<file path="src/rtl/drt_pkg.sv">
package drt_pkg;

    localparam logic [3:0] CMD_IO_RD       = 4'h2;
    localparam logic [3:0] CMD_MEM_RD      = 4'h6;
    localparam logic [3:0] CMD_CFG_RD      = 4'hA;
    localparam logic [3:0] CMD_MEM_RD_MULT = 4'hC;
    localparam logic [3:0] CMD_MEM_RD_LINE = 4'hE;

    typedef enum logic [1:0] {
        BUS_IDLE  = 2'd0,
        BUS_BE    = 2'd1,
        BUS_RETRY = 2'd2,
        BUS_XFER  = 2'd3
    } bus_state_e;

    typedef struct packed {
        logic [3:0] cmd;
        logic       par;
    } cmd_tag_t;

    function automatic logic is_read_cmd(input logic [3:0] c);
        return (c == CMD_IO_RD) || (c == CMD_MEM_RD) || (c == CMD_CFG_RD) ||
               (c == CMD_MEM_RD_MULT) || (c == CMD_MEM_RD_LINE);
    endfunction

    function automatic logic [3:0] canon_cmd(input logic [3:0] c, input logic alias_on);
        if (alias_on && ((c == CMD_MEM_RD_MULT) || (c == CMD_MEM_RD_LINE)))
            return CMD_MEM_RD;
        return c;
    endfunction

endpackage

</file>
<file path="src/rtl/drt_cmd_match.sv">
module drt_cmd_match
    import drt_pkg::*;
#(
    parameter int AW = 32
) (
    input  logic          entry_vld,
    input  logic [AW-1:0] e_addr,
    input  logic [3:0]    e_cmd,
    input  logic [AW-1:0] q_addr,
    input  logic [3:0]    q_cmd,
    input  logic          alias_en,
    output logic          hit
);
    logic addr_eq;
    logic cmd_eq;

    always_comb begin
        addr_eq = (e_addr == q_addr);
        cmd_eq  = (canon_cmd(e_cmd, alias_en) == canon_cmd(q_cmd, alias_en));
        hit     = entry_vld && addr_eq && cmd_eq;
    end
endmodule

</file>
<file path="src/rtl/drt_entry.sv">
module drt_entry
    import drt_pkg::*;
#(
    parameter int AW  = 32,
    parameter int BEW = 4
) (
    input  logic           clk,
    input  logic           rst,
    input  logic           stage_en,
    input  logic [AW-1:0]  st_addr,
    input  cmd_tag_t       st_tag,
    input  logic           commit,
    input  logic [BEW-1:0] commit_be,
    input  logic           free_en,
    output logic           vld,
    output logic [AW-1:0]  e_addr,
    output cmd_tag_t       e_tag,
    output logic [BEW-1:0] e_be
);
    logic [AW-1:0] stg_addr;
    cmd_tag_t      stg_tag;

    always_ff @(posedge clk) begin
        if (rst) begin
            stg_addr <= '0;
            stg_tag  <= '0;
        end else if (stage_en) begin
            stg_addr <= st_addr;
            stg_tag  <= st_tag;
        end
    end

    always_ff @(posedge clk) begin
        if (rst) begin
            vld    <= 1'b0;
            e_addr <= '0;
            e_tag  <= '0;
            e_be   <= '0;
        end else if (commit) begin
            vld    <= 1'b1;
            e_addr <= stg_addr;
            e_tag  <= stg_tag;
            e_be   <= commit_be;
        end else if (free_en) begin
            vld    <= 1'b0;
        end
    end
endmodule

</file>
<file path="src/rtl/drt_bus_fsm.sv">
module drt_bus_fsm
    import drt_pkg::*;
(
    input  logic clk,
    input  logic rst,
    input  logic addr_valid,
    input  logic cmd_is_read,
    input  logic entry_vld,
    input  logic hit,
    input  logic ready_all,
    input  logic irdy,
    input  logic init_abort,
    input  logic rdq_last,
    output logic stage_en,
    output logic commit,
    output logic free_en,
    output logic retry,
    output logic trdy,
    output logic disc,
    output logic flush
);
    bus_state_e st;
    bus_state_e nxt;

    always_comb begin
        nxt      = st;
        stage_en = 1'b0;
        commit   = 1'b0;
        trdy     = (st == BUS_XFER) && irdy;
        disc     = trdy && rdq_last;
        flush    = (st == BUS_XFER) && init_abort && !disc;
        free_en  = disc || flush;
        retry    = (st == BUS_RETRY);
        unique case (st)
            BUS_IDLE: begin
                if (addr_valid && cmd_is_read) begin
                    if (!entry_vld) begin
                        stage_en = 1'b1;
                        nxt      = BUS_BE;
                    end else if (hit && ready_all) begin
                        nxt = BUS_XFER;
                    end else begin
                        nxt = BUS_RETRY;
                    end
                end
            end
            BUS_BE: begin
                if (irdy) begin
                    commit = 1'b1;
                    nxt    = BUS_RETRY;
                end
            end
            BUS_RETRY: nxt = BUS_IDLE;
            BUS_XFER: begin
                if (disc || flush) nxt = BUS_IDLE;
            end
            default: nxt = BUS_IDLE;
        endcase
    end

    always_ff @(posedge clk) begin
        if (rst) st <= BUS_IDLE;
        else     st <= nxt;
    end
endmodule

</file>
<file path="src/rtl/drt_target.sv">
module drt_target
    import drt_pkg::*;
#(
    parameter int AW = 32,
    parameter int DW = 32,
    localparam int BEW = DW / 8
) (
    input  logic           clk,
    input  logic           rst,
    input  logic           addr_valid,
    input  logic [AW-1:0]  addr_in,
    input  logic [3:0]     cmd_in,
    input  logic           par_in,
    input  logic           irdy,
    input  logic [BEW-1:0] be_in,
    input  logic           init_abort,
    input  logic           cpl_done,
    input  logic           rdq_head_ok,
    input  logic [DW-1:0]  rdq_data,
    input  logic           rdq_last,
    input  logic           order_ok,
    input  logic           alias_en,
    output logic           req_valid,
    output logic [AW-1:0]  req_addr,
    output logic [3:0]     req_cmd,
    output logic           req_par,
    output logic [BEW-1:0] req_be,
    output logic           retry,
    output logic           trdy,
    output logic           disc,
    output logic [DW-1:0]  dout,
    output logic           rdq_pop,
    output logic           rdq_flush
);
    logic     hit;
    logic     stage_en;
    logic     commit;
    logic     free_en;
    logic     cmd_is_read;
    logic     ready_all;
    cmd_tag_t in_tag;
    cmd_tag_t e_tag;

    always_comb begin
        in_tag.cmd  = cmd_in;
        in_tag.par  = par_in;
        cmd_is_read = is_read_cmd(cmd_in);
        ready_all   = cpl_done && rdq_head_ok && order_ok;
    end

    drt_entry #(.AW(AW), .BEW(BEW)) u_entry (
        .clk       (clk),
        .rst       (rst),
        .stage_en  (stage_en),
        .st_addr   (addr_in),
        .st_tag    (in_tag),
        .commit    (commit),
        .commit_be (be_in),
        .free_en   (free_en),
        .vld       (req_valid),
        .e_addr    (req_addr),
        .e_tag     (e_tag),
        .e_be      (req_be)
    );

    drt_cmd_match #(.AW(AW)) u_match (
        .entry_vld (req_valid),
        .e_addr    (req_addr),
        .e_cmd     (e_tag.cmd),
        .q_addr    (addr_in),
        .q_cmd     (cmd_in),
        .alias_en  (alias_en),
        .hit       (hit)
    );

    drt_bus_fsm u_fsm (
        .clk         (clk),
        .rst         (rst),
        .addr_valid  (addr_valid),
        .cmd_is_read (cmd_is_read),
        .entry_vld   (req_valid),
        .hit         (hit),
        .ready_all   (ready_all),
        .irdy        (irdy),
        .init_abort  (init_abort),
        .rdq_last    (rdq_last),
        .stage_en    (stage_en),
        .commit      (commit),
        .free_en     (free_en),
        .retry       (retry),
        .trdy        (trdy),
        .disc        (disc),
        .flush       (rdq_flush)
    );

    always_comb begin
        req_cmd = e_tag.cmd;
        req_par = e_tag.par;
        dout    = rdq_data;
        rdq_pop = trdy;
    end
endmodule

</file>
<file path="config.mk">
export PLATFORM = sky130hd
export DESIGN_NAME = drt_target
export DESIGN_NICKNAME = d
export VERILOG_FILES = /design/src/rtl/drt_pkg.sv /design/src/rtl/drt_cmd_match.sv /design/src/rtl/drt_entry.sv /design/src/rtl/drt_bus_fsm.sv /design/src/rtl/drt_target.sv
export SDC_FILE = /design/constraint.sdc
export NUM_CORES = 1
export LEC_CHECK = 0
export BUFFER_PORTS_ARGS = -buffer_cell sky130_fd_sc_hd__buf_4
export CAP_MARGIN = 20
export CORE_ASPECT_RATIO = 0.5
export CORE_MARGIN = 4
export CORE_UTILIZATION = 51
export CTS_CLUSTER_DIAMETER = 100
export CTS_CLUSTER_SIZE = 12
export DETAILED_ROUTE_END_ITERATION = 16
export MAX_ROUTING_LAYER = met4
export PLACE_DENSITY = 0.94
export SLEW_MARGIN = 10
export SYNTH_ARGS = -nofsm -noshare
export SYNTH_HDL_FRONTEND = slang
export SYNTH_HIERARCHICAL = 1
export SYNTH_SLANG_ARGS = --single-unit
</file>
<file path="constraint.sdc">
create_clock -name clk -period 3.8 [get_ports clk]
set_clock_uncertainty 0.1 [all_clocks]
set_input_delay 0.57 -clock clk [delete_from_list [all_inputs] [get_ports clk]]
set_output_delay 0.57 -clock clk [all_outputs]
set_load 0.01 [all_outputs]
</file>
==> out/qor.yml, run 1 <==
logic_synthesis:
  synth_top_family_by_area: "multiplexers"
  syn_area_um2: 3750
  synth_seq_cells: 81
  muxShareOfSynthArea_pct: 21.1
  synthAdderAreaFrac_pct: 0
  synthesis.nets: 461
  ys_types: 31
  synth_cells: 378
  synth_compound_gate_area_share_pct: 1.87
  ys_seq_area_share_pct: 43.2
  synth_area_per_cell_um2: 9.93
  synth-edff-count: 0
  yosysWarnings: 6
  synth-xor-area-share_pct: 8.17
  async_flop_share_pct: 0
  synth_flop_cell: "dfxtp_1"
  synthSimpleGateAreaFrac_pct: 13.4
sta:
  finalCriticalPeriod_ns: 2.27
  tightestPinTransition_ns: 0.797
  finalHoldViolCount: 0
  final.period_utilization_pct: 59.9
  finalSetupViolCount: 0
  rsz0062_at_grt: "no"
  fmax_ghz: 0.440
  slew_violations: 0
  relSlewSlack_pct: 46.9
  fin_setup_tns_ns: 0
final_layout:
  layout-drive-gt1-share_pct: 26.8
  diodes: 0
  final_common_cell: "buf_4"
  areaGrowthSynthToFinish_pct: 20.4
  fillCellCount: 509
  final_nets: 520
  mostFrequentLayoutCells: "99 x buf_4, 85 x nor2_1, 81 x dfxtp_1"
  finalInstanceArea_um2: 4520
worst_setup_path:
  start_kind: "input port"
  end_kind: "register"
  cp.required_ns: 3.93
  path_class: "in2reg"
  path_max_fanout: 2
  arrival_ns: 2.40
clock_tree:
  cts_root_buf: "clkbuf_16"
  cts_setup_buffers: 0
  clock_path_buffers: 2
  cts_tree: "done"
  ctsResizeCount: 0
  clock_sinks: 81
  cts_buffers: 9
  h-tree-depth: 3
  clk_pin_slew_ns: 0.05
  clk_latency_ns: 0.33
  hold_buffers: 0
detailed_routing:
  drc_errors: 0
  firstDrtPassIters: 5
  antenna_left: 0
  routedWlPerCell_um: 16.8
  vias: 2840
  drt_wl_total_um: 8930
  drt_iter0_markers: 253
  viasPerCell: 5.34
power:
  power_density_nw_per_um2: 453
  ir_worst_vdd_uv: 361
  power_leakage_nw: 1.78
global_route:
  grt_overflow: 0
  antenna_found_initial: 0
  grt.total_usage_pct: 21.4
  grt_pass1_wl_um: 14100
  grt_start_max_net_pins: 82
  grt_pass1_vias: 2951
floorplanning:
  core_um2: 6910
  io_pins: 162
  die_h_um: 68.7
  fp.dieW_um: 129
  rows: 21
  dieArea_um2: 8880
  start_util_pct: 54.3
placed_design:
  routabilityCongestion: 0.751
  dp_hpwl_um: 6290
  io_buffers: 97
  placed_area_um2: 4190
status:
  status: "finished, final reports clean"
min_path:
  min_path_type: "in2reg"
job:
  cap_viol_max_count: 0
## cell type report
type / count / area, um^2 / share of cell area, %
clock inverter: 3 / 90.1 / 1.99
clock buffer: 11 / 243 / 5.37
tap: 92 / 115 / 2.55
inverter: 2 / 7.51 / 0.166
sequential: 81 / 1620 / 35.9
timing repair buffer: 100 / 763 / 16.9
multi-input combinational: 243 / 1680 / 37.2
## stage by stage
step | util (%) | cells | setup slack, ns | power (mW) | hold WS, ns
final | 65.4 | 532 | 1.53 | 2.05 | 0.381
after global routing | 65.4 | 532 | 1.44 | 2.12 | 0.391
after CTS | 65.4 | 532 | 1.59 | 2.06 | 0.370
after detailed placement | 60.6 | 518 | 1.27 | 1.09 | 0.383
after global placement | 60.6 | 518 | 1.35 | 1.09 | 0.369
after floorplan | - | 378 | 1.77 | 1.06 | 0.360
## registers in the layout (all words and copies together) (netlist names)
signal            count
u_entry/stg_tag       5
u_fsm/st              2
u_entry/e_tag         5
u_entry/stg_addr     32
u_entry/vld           1
u_entry/e_be          4
u_entry/e_addr       32
## where the power goes
group | switching, mW | internal [mW] | total, mW
Clock | 0.317 | 0.652 | 0.969
Sequential | 0.0164 | 0.872 | 0.889
Combinational | 0.0931 | 0.0962 | 0.189
## path summary, 6_finish.rpt
check / from / endpoint / slack, ns / cells past startpoint
worst max-delay path: addr_in[24] / u_fsm/st[0]$_SDFFE_PP0P_ / 1.53 / 9
worst min-delay path: par_in / u_entry/stg_tag[0]$_SDFFE_PP0P_ / 0.38 / 3
worst max register to register: u_entry/e_addr[24]$_SDFFE_PP0P_ / u_fsm/st[0]$_SDFFE_PP0P_ / 1.56 / 8
worst min register to register: u_entry/stg_tag[4]$_SDFFE_PP0P_ / u_entry/e_tag[4]$_SDFFE_PP0P_ / 0.40 / 2
## kinds of logic (layout without fill, tap and decap cells)
family	Yosys count	after routing
AO/OA/AOI/OAI	11	11
XOR/XNOR	35	35
buffers and inverters	54	116
flip-flops	81	81
multiplexers	79	79
AND/OR/NAND/NOR	118	118
## worst max-delay path, stage by stage
cell	delay [ns]
buf_4	0.12
xnor2_1	0.25
nand4_1	0.16
nor4_1	0.31
nand3_1	0.18
a31oi_1	0.17
nand2_1	0.07
a211o_1	0.29
a311oi_1	0.28
## routing by layer
| layer | up-vias | global-route usage [%] | wire length [um] |
|---|---|---|---|
| met2 | 134 | 37.9 | 4630 |
| met4 | 0 | 13.4 | 276 |
| met3 | 34 | 6.15 | 616 |
| li1 | 1338 | - | - |
| met5 | - | - | 0 |
| met1 | 1334 | 21.5 | 3410 |
## cell usage after synthesis (2+ instances only)
library cell,n,area share (%)
nor2_1,85,8.5
dfxtp_1,81,43
mux2i_1,78,21
buf_4,34,6.8
xnor2_1,32,7.5
nand2_1,9,0.90
nand4_1,8,1.3
a21oi_1,4,0.53
buf_6,4,1.2
buf_8,4,1.6
clkbuf_1,4,0.40
nand3_1,4,0.53
buf_12,3,1.6
buf_2,3,0.40
nor4_1,3,0.50
xor2_1,3,0.70
and3_2,2,0.40
inv_1,2,0.20
nor3_1,2,0.27
o21ai_0,2,0.27
Power figures use the tool's default switching activity.
==> inputs of run 2 (changes only) <==
--- a/config.mk
+++ b/config.mk
@@ -9,12 +9,12 @@
 export CAP_MARGIN = 20
 export CORE_ASPECT_RATIO = 0.5
 export CORE_MARGIN = 4
-export CORE_UTILIZATION = 51
+export CORE_UTILIZATION = 43
 export CTS_CLUSTER_DIAMETER = 100
 export CTS_CLUSTER_SIZE = 12
 export DETAILED_ROUTE_END_ITERATION = 16
 export MAX_ROUTING_LAYER = met4
-export PLACE_DENSITY = 0.94
+export PLACE_DENSITY = 0.85
 export SLEW_MARGIN = 10
 export SYNTH_ARGS = -nofsm -noshare
 export SYNTH_HDL_FRONTEND = slang
==> constraint.sdc (replaced) <==
create_clock -name clk -period 1.8 [get_ports clk]
set_clock_uncertainty 0.1 [all_clocks]
set_input_delay 0.27 -clock clk [delete_from_list [all_inputs] [get_ports clk]]
set_output_delay 0.27 -clock clk [all_outputs]
set_load 0.01 [all_outputs]
==> run 2 against run 1 <==
  * The flow now finishes with violations (negative setup slack)
  * Combinational power grew 130%
  * Sequential power rose by 110%
  * Critical path depth shrank 1
  * Clock-buffer cell count is 1 higher
  * Power increased by 100%
  * Routed wire length grew 3.5%
  * First-iteration DRC count down 57%
  * Worst hold slack lost 0.31 ns
  * Clock power increased by 88%
  * Register-to-register slack worse by 1.8 ns
  * Critical endpoint unchanged
  * Largest power group is now registers
==> out/qor.yml, run 2 (synthesized netlist as in run 1, its figures left out) <==
final_layout:
  final_common_cell: "buf_4"
  layout-drive-gt1-share_pct: 41.4
  reg_top3: "u_entry/e_addr (32), u_entry/stg_addr (32)"
  final_nets: 563
  diodes: 0
  fin_util_pct: 60.4
  finalInstanceArea_um2: 4970
  fillCellCount: 669
  areaGrowthSynthToFinish_pct: 32.6
  mostFrequentLayoutCells: "140 x buf_4, 85 x nor2_1, 78 x mux2i_1"
clock_tree:
  h-tree-depth: 3
  clock_sinks: 81
  cts_root_buf: "clkbuf_16"
  hold_buffers: 0
  cts_tree: "done"
  clk_latency_ns: 0.33
  cts_setup_buffers: 0
  clock_path_buffers: 2
  cts_buffers: 9
  clk_pin_slew_ns: 0.06
detailed_routing:
  drt_iter0_markers: 108
  antenna_left: 0
  drt_wl_total_um: 9240
  wl_met3_um: 438
  firstDrtPassIters: 4
  routedWlPerCell_um: 15.5
  maxUsedRoutingLayer: "met4"
  wirelength_met1_um: 3750
  wl_met2_um: 4870
  drc_errors: 0
  vias: 2905
  viasPerCell: 4.87
sta:
  tightestPinTransition_ns: 0.498
  rsz0062_at_grt: "yes"
  finalHoldViolCount: 0
  final.period_utilization_pct: 112
  relSlewSlack_pct: 66.8
  fmax_ghz: 0.498
  finalSetupViolCount: 1
  timing.final.ws_setup_ns: -0.210
  finalCriticalPeriod_ns: 2.01
  slew_violations: 0
floorplanning:
  die_h_um: 74.1
  core_um2: 8230
  start_util_pct: 45.6
  io_pins: 162
  rows: 23
  fp.dieW_um: 140
  dieArea_um2: 10400
worst_setup_path:
  cp.required_ns: 1.95
  start_kind: "register"
  arrival_ns: 2.16
  path_max_fanout: 2
  path_depth: 8
  path_class: "reg2reg"
  max_stage_delay_ns: 0.35
  cp_top_family: "simple AND/OR/NAND/NOR gates"
  critPathSlowestCell: "dfxtp_2"
  end_kind: "register"
  cp_cell_sequence: "xnor2_2 -> nand4_1 -> nor4_2 -> nand3_1 -> a31oi_1 -> nand2_1 -> a211o_1 -> a311oi_2"
  rr_worst_depth: 8
  cp_num_buf_inv: 0
min_path:
  hold_depth: 3
  min_path_type: "in2reg"
power:
  power_leakage_nw: 2.04
  power_density_nw_per_um2: 831
  ir_worst_vdd_uv: 486
global_route:
  grt_start_max_net_pins: 46
  grt_overflow: 0
  grt.total_usage_pct: 17.8
  grt_pass1_vias: 2954
  grt_pass1_wl_um: 14300
  antenna_found_initial: 0
placed_design:
  dp_hpwl_um: 6770
  placed_area_um2: 4600
  routabilityCongestion: 0.752
  io_buffers: 97
status:
  violations: "negative setup slack"
  status: "complete, but fails checks"
job:
  cap_viol_max_count: 0
[run 2: where the power goes]
group | switching [mW] | leakage (nW) | internal (mW)
Clock | 0.705 | 0.135 | 1.11
Combinational | 0.206 | 1.24 | 0.237
Sequential | 0.0317 | 0.670 | 1.84
[run 2: worst register-to-register path, stage by stage, from the launching register on]
cell,delay (ns)
dfxtp_2,0.35
xnor2_2,0.11
nand4_1,0.15
nor4_2,0.34
nand3_1,0.18
a31oi_1,0.17
nand2_1,0.07
a211o_1,0.26
a311oi_2,0.18
[run 2: repair_timing]
item                       in CTS  in global routing
pin swaps                       5                  4
hold endpoints to repair        0                  0
setup endpoints to repair       1                  1
resized for setup               4                  7
[run 2: path summary, 6_finish.rpt]
check | startpoint | to | slack (ns)
hold reg to reg | u_entry/stg_addr[15]$_SDFFE_PP0P_ | u_entry/e_addr[15]$_SDFFE_PP0P_ | 0.39
hold / removal | be_in[3] | u_entry/e_be[3]$_SDFFE_PP0P_ | 0.07
setup / recovery | u_entry/e_addr[29]$_SDFFE_PP0P_ | u_fsm/st[0]$_SDFFE_PP0P_ | -0.21
setup reg to reg | u_entry/e_addr[29]$_SDFFE_PP0P_ | u_fsm/st[0]$_SDFFE_PP0P_ | -0.21
[run 2: cell type report]
cell class	instances	area (um^2)	area share, %
sequential	81	1660	33.4
clock buffer	12	246	4.95
inverter	2	7.51	0.151
tap	112	140	2.82
multi-input combinational	243	1760	35.3
timing repair buffer	143	1110	22.3
clock inverter	4	52.6	1.06
[run 2: per-layer routing]
layer | vias to the layer above | global-route usage [%]
met5 | - | -
met4 | 0 | 5.05
met3 | 23 | 5.84
met2 | 78 | 32.5
met1 | 1374 | 19.0
li1 | 1430 | -
[run 2: metrics by stage]
| stage | setup slack (ns) | total power, mW | hold WS (ns) | instances | TNS (ns) |
|---|---|---|---|---|---|
| 2_1_floorplan | 0.0448 | 2.24 | 0.242 | 378 | 0 |
| 6_report | -0.210 | 4.13 | 0.0709 | 597 | -0.210 |
| 5_1_grt | -0.312 | 4.29 | 0.0673 | 597 | -0.312 |
| 3_3_place_gp | -0.405 | 2.33 | 0.365 | 582 | -0.417 |
| 4_1_cts | -0.209 | 4.16 | 0.0667 | 597 | -0.209 |
| 3_5_place_dp | -0.372 | 2.34 | 0.380 | 582 | -0.519 |
==> inputs of run 3 (changes only) <==
==> constraint.sdc (replaced) <==
create_clock -name clk -period 1.8 [get_ports clk]
set_clock_uncertainty 0.1 [all_clocks]
set_input_delay 0.18 -clock clk [delete_from_list [all_inputs] [get_ports clk]]
set_output_delay 0.18 -clock clk [all_outputs]
set_load 0.01 [all_outputs]
==> run 3 against run 2 <==
  * The flow still finishes with violations (negative setup slack)
  * Die area stayed put
  * First-iteration DRC count is 67% higher
  * Design area is 1.3% higher
  * Sequential cell count stayed put
  * Maximum frequency is 1.5% lower
  * Combinational power is 4.7% higher
  * Non-clock buffer count is 3 higher
  * Critical path depth stayed put
  * Via count is 2.8% higher
  * Routed wire length is 5.2% higher
  * Final cell count is 0.50% higher
  * Clock-buffer cell count is 2 higher
==> out/qor.yml, run 3 (synthesized netlist as in run 1, its figures left out) <==
sta:
  finalCriticalPeriod_ns: 2.04
  fmax_ghz: 0.490
  fin_setup_tns_ns: -0.241
  finalSetupViolCount: 1
  hold-worst-slack_ns: 0.00663
  finalHoldViolCount: 0
  final.period_utilization_pct: 113
  tightestPinTransition_ns: 0.468
  relSlewSlack_pct: 68.8
  rsz0062_at_grt: "yes"
  slew_violations: 0
  timing.final.ws_setup_ns: -0.241
power:
  p_int_mw: 3.27
  power_leakage_nw: 2.08
  power_density_nw_per_um2: 833
  pwr-share-comb_pct: 11.1
  p_sw_share_pct: 22.0
  power.switching_mw: 0.926
  ir_worst_vdd_uv: 750
  sequentialPowerShare_pct: 44.6
  total_power_mw: 4.20
  p_clk_share_pct: 44.4
global_route:
  grt_start_max_net_pins: 44
  grt.total_usage_pct: 18.4
  grt_overflow: 0
  grt_pass1_wl_um: 14500
  antenna_found_initial: 0
  grt_pass1_vias: 3005
worst_setup_path:
  cp_top_family: "simple AND/OR/NAND/NOR gates"
  cp.required_ns: 1.94
  path_class: "reg2reg"
  path_max_fanout: 2
  start_kind: "register"
  arrival_ns: 2.19
  max_stage_delay_ns: 0.38
  end_kind: "register"
  critPathSlowestCell: "nor4_2"
  cp_cell_sequence: "xnor2_1 -> nand4_1 -> nor4_2 -> nand3_1 -> a31oi_1 -> nand2_1 -> a211o_1 -> a311oi_2"
  cp_num_buf_inv: 0
final_layout:
  final_nets: 566
  reg_top3: "u_entry/e_addr (32), u_entry/stg_addr (32)"
  fin_util_pct: 61.2
  diodes: 0
  areaGrowthSynthToFinish_pct: 34.3
  fillCellCount: 657
  finalNonFillerCells: 600
  finalInstanceArea_um2: 5040
  layout-drive-gt1-share_pct: 41.2
  mostFrequentLayoutCells: "138 x buf_4, 85 x nor2_1, 78 x mux2i_1"
  final_common_cell: "buf_4"
clock_tree:
  h-tree-depth: 3
  clock_sinks: 81
  clk_pin_slew_ns: 0.06
  clk_latency_ns: 0.33
  cts_buffers: 9
  clock_path_buffers: 2
  cts_root_buf: "clkbuf_16"
  cts_tree: "done"
detailed_routing:
  drt_iter0_markers: 180
  vias: 2986
  drt_wl_total_um: 9730
  drc_errors: 0
  firstDrtPassIters: 4
  viasPerCell: 4.98
  antenna_left: 0
  routedWlPerCell_um: 16.2
placed_design:
  placed_area_um2: 4600
  dpl.cell_count: 580
  routabilityCongestion: 0.765
  pre_cts_ws_ns: -0.374
  dp_hpwl_um: 6800
  io_buffers: 97
status:
  status: "complete, but fails checks"
  violations: "negative setup slack"
floorplanning:
  die_h_um: 74.1
  io_pins: 162
  start_util_pct: 45.6
  rows: 23
  dieArea_um2: 10400
  core_um2: 8230
  fp.dieW_um: 140
job:
  cap_viol_max_count: 0
min_path:
  min_path_type: "in2reg"
## run 3: layout make-up
type / instances / area, um^2 / share of cell area, %
timing repair buffer: 146 / 1160 / 22.9
clock buffer: 14 / 274 / 5.44
inverter: 2 / 7.51 / 0.149
sequential: 81 / 1660 / 33.0
multi-input combinational: 243 / 1770 / 35.0
tap: 112 / 140 / 2.78
clock inverter: 2 / 35.0 / 0.695
## run 3: timing repair
action | CTS | global route
hold buffers | 4 | 0
pin swaps | 6 | 10
setup endpoints to repair | 1 | 2
setup buffers | 0 | 1
gates resized for setup | 6 | 7
endpoints found under the hold margin | 4 | 0
## run 3: per-layer routing
metal | share of wire (%) | wire [um] | global-route usage [%] | vias up
met2 | 53 | 5140 | 33.3 | 85
met1 | 40 | 3850 | 19.2 | 1420
met3 | 4.1 | 403 | 4.17 | 37
met5 | 0 | 0 | - | -
li1 | - | - | - | 1444
met4 | 3.4 | 329 | 9.77 | 0
## run 3: power groups by stage
stage | clock network [mW] | logic [mW] | registers (mW)
finish | 1.86 | 0.465 | 1.87
global placement | 0 | 0.429 | 1.91
global route | 1.98 | 0.500 | 1.88
floorplan | 0 | 0.334 | 1.91
CTS | 1.89 | 0.453 | 1.87
detailed placement | 0 | 0.436 | 1.91
## run 3: tightest hold or removal path: cells and delay by family
kind	cells	cell delay, ns
buffers and inverters	1	0.09
AND/OR/NAND/NOR	1	0.07
multiplexers	1	0.06
## run 3: path summary, 6_finish.rpt
kind	depth (start not counted)	from	slack (ns)	to
setup / recovery	8	u_entry/e_addr[4]$_SDFFE_PP0P_	-0.24	u_fsm/st[0]$_SDFFE_PP0P_
hold reg to reg	2	u_entry/e_tag[0]$_SDFFE_PP0P_	0.39	u_entry/e_tag[0]$_SDFFE_PP0P_
setup reg to reg	8	u_entry/e_addr[4]$_SDFFE_PP0P_	-0.24	u_fsm/st[0]$_SDFFE_PP0P_
hold / removal	3	addr_in[2]	0.007	u_entry/stg_addr[2]$_SDFFE_PP0P_
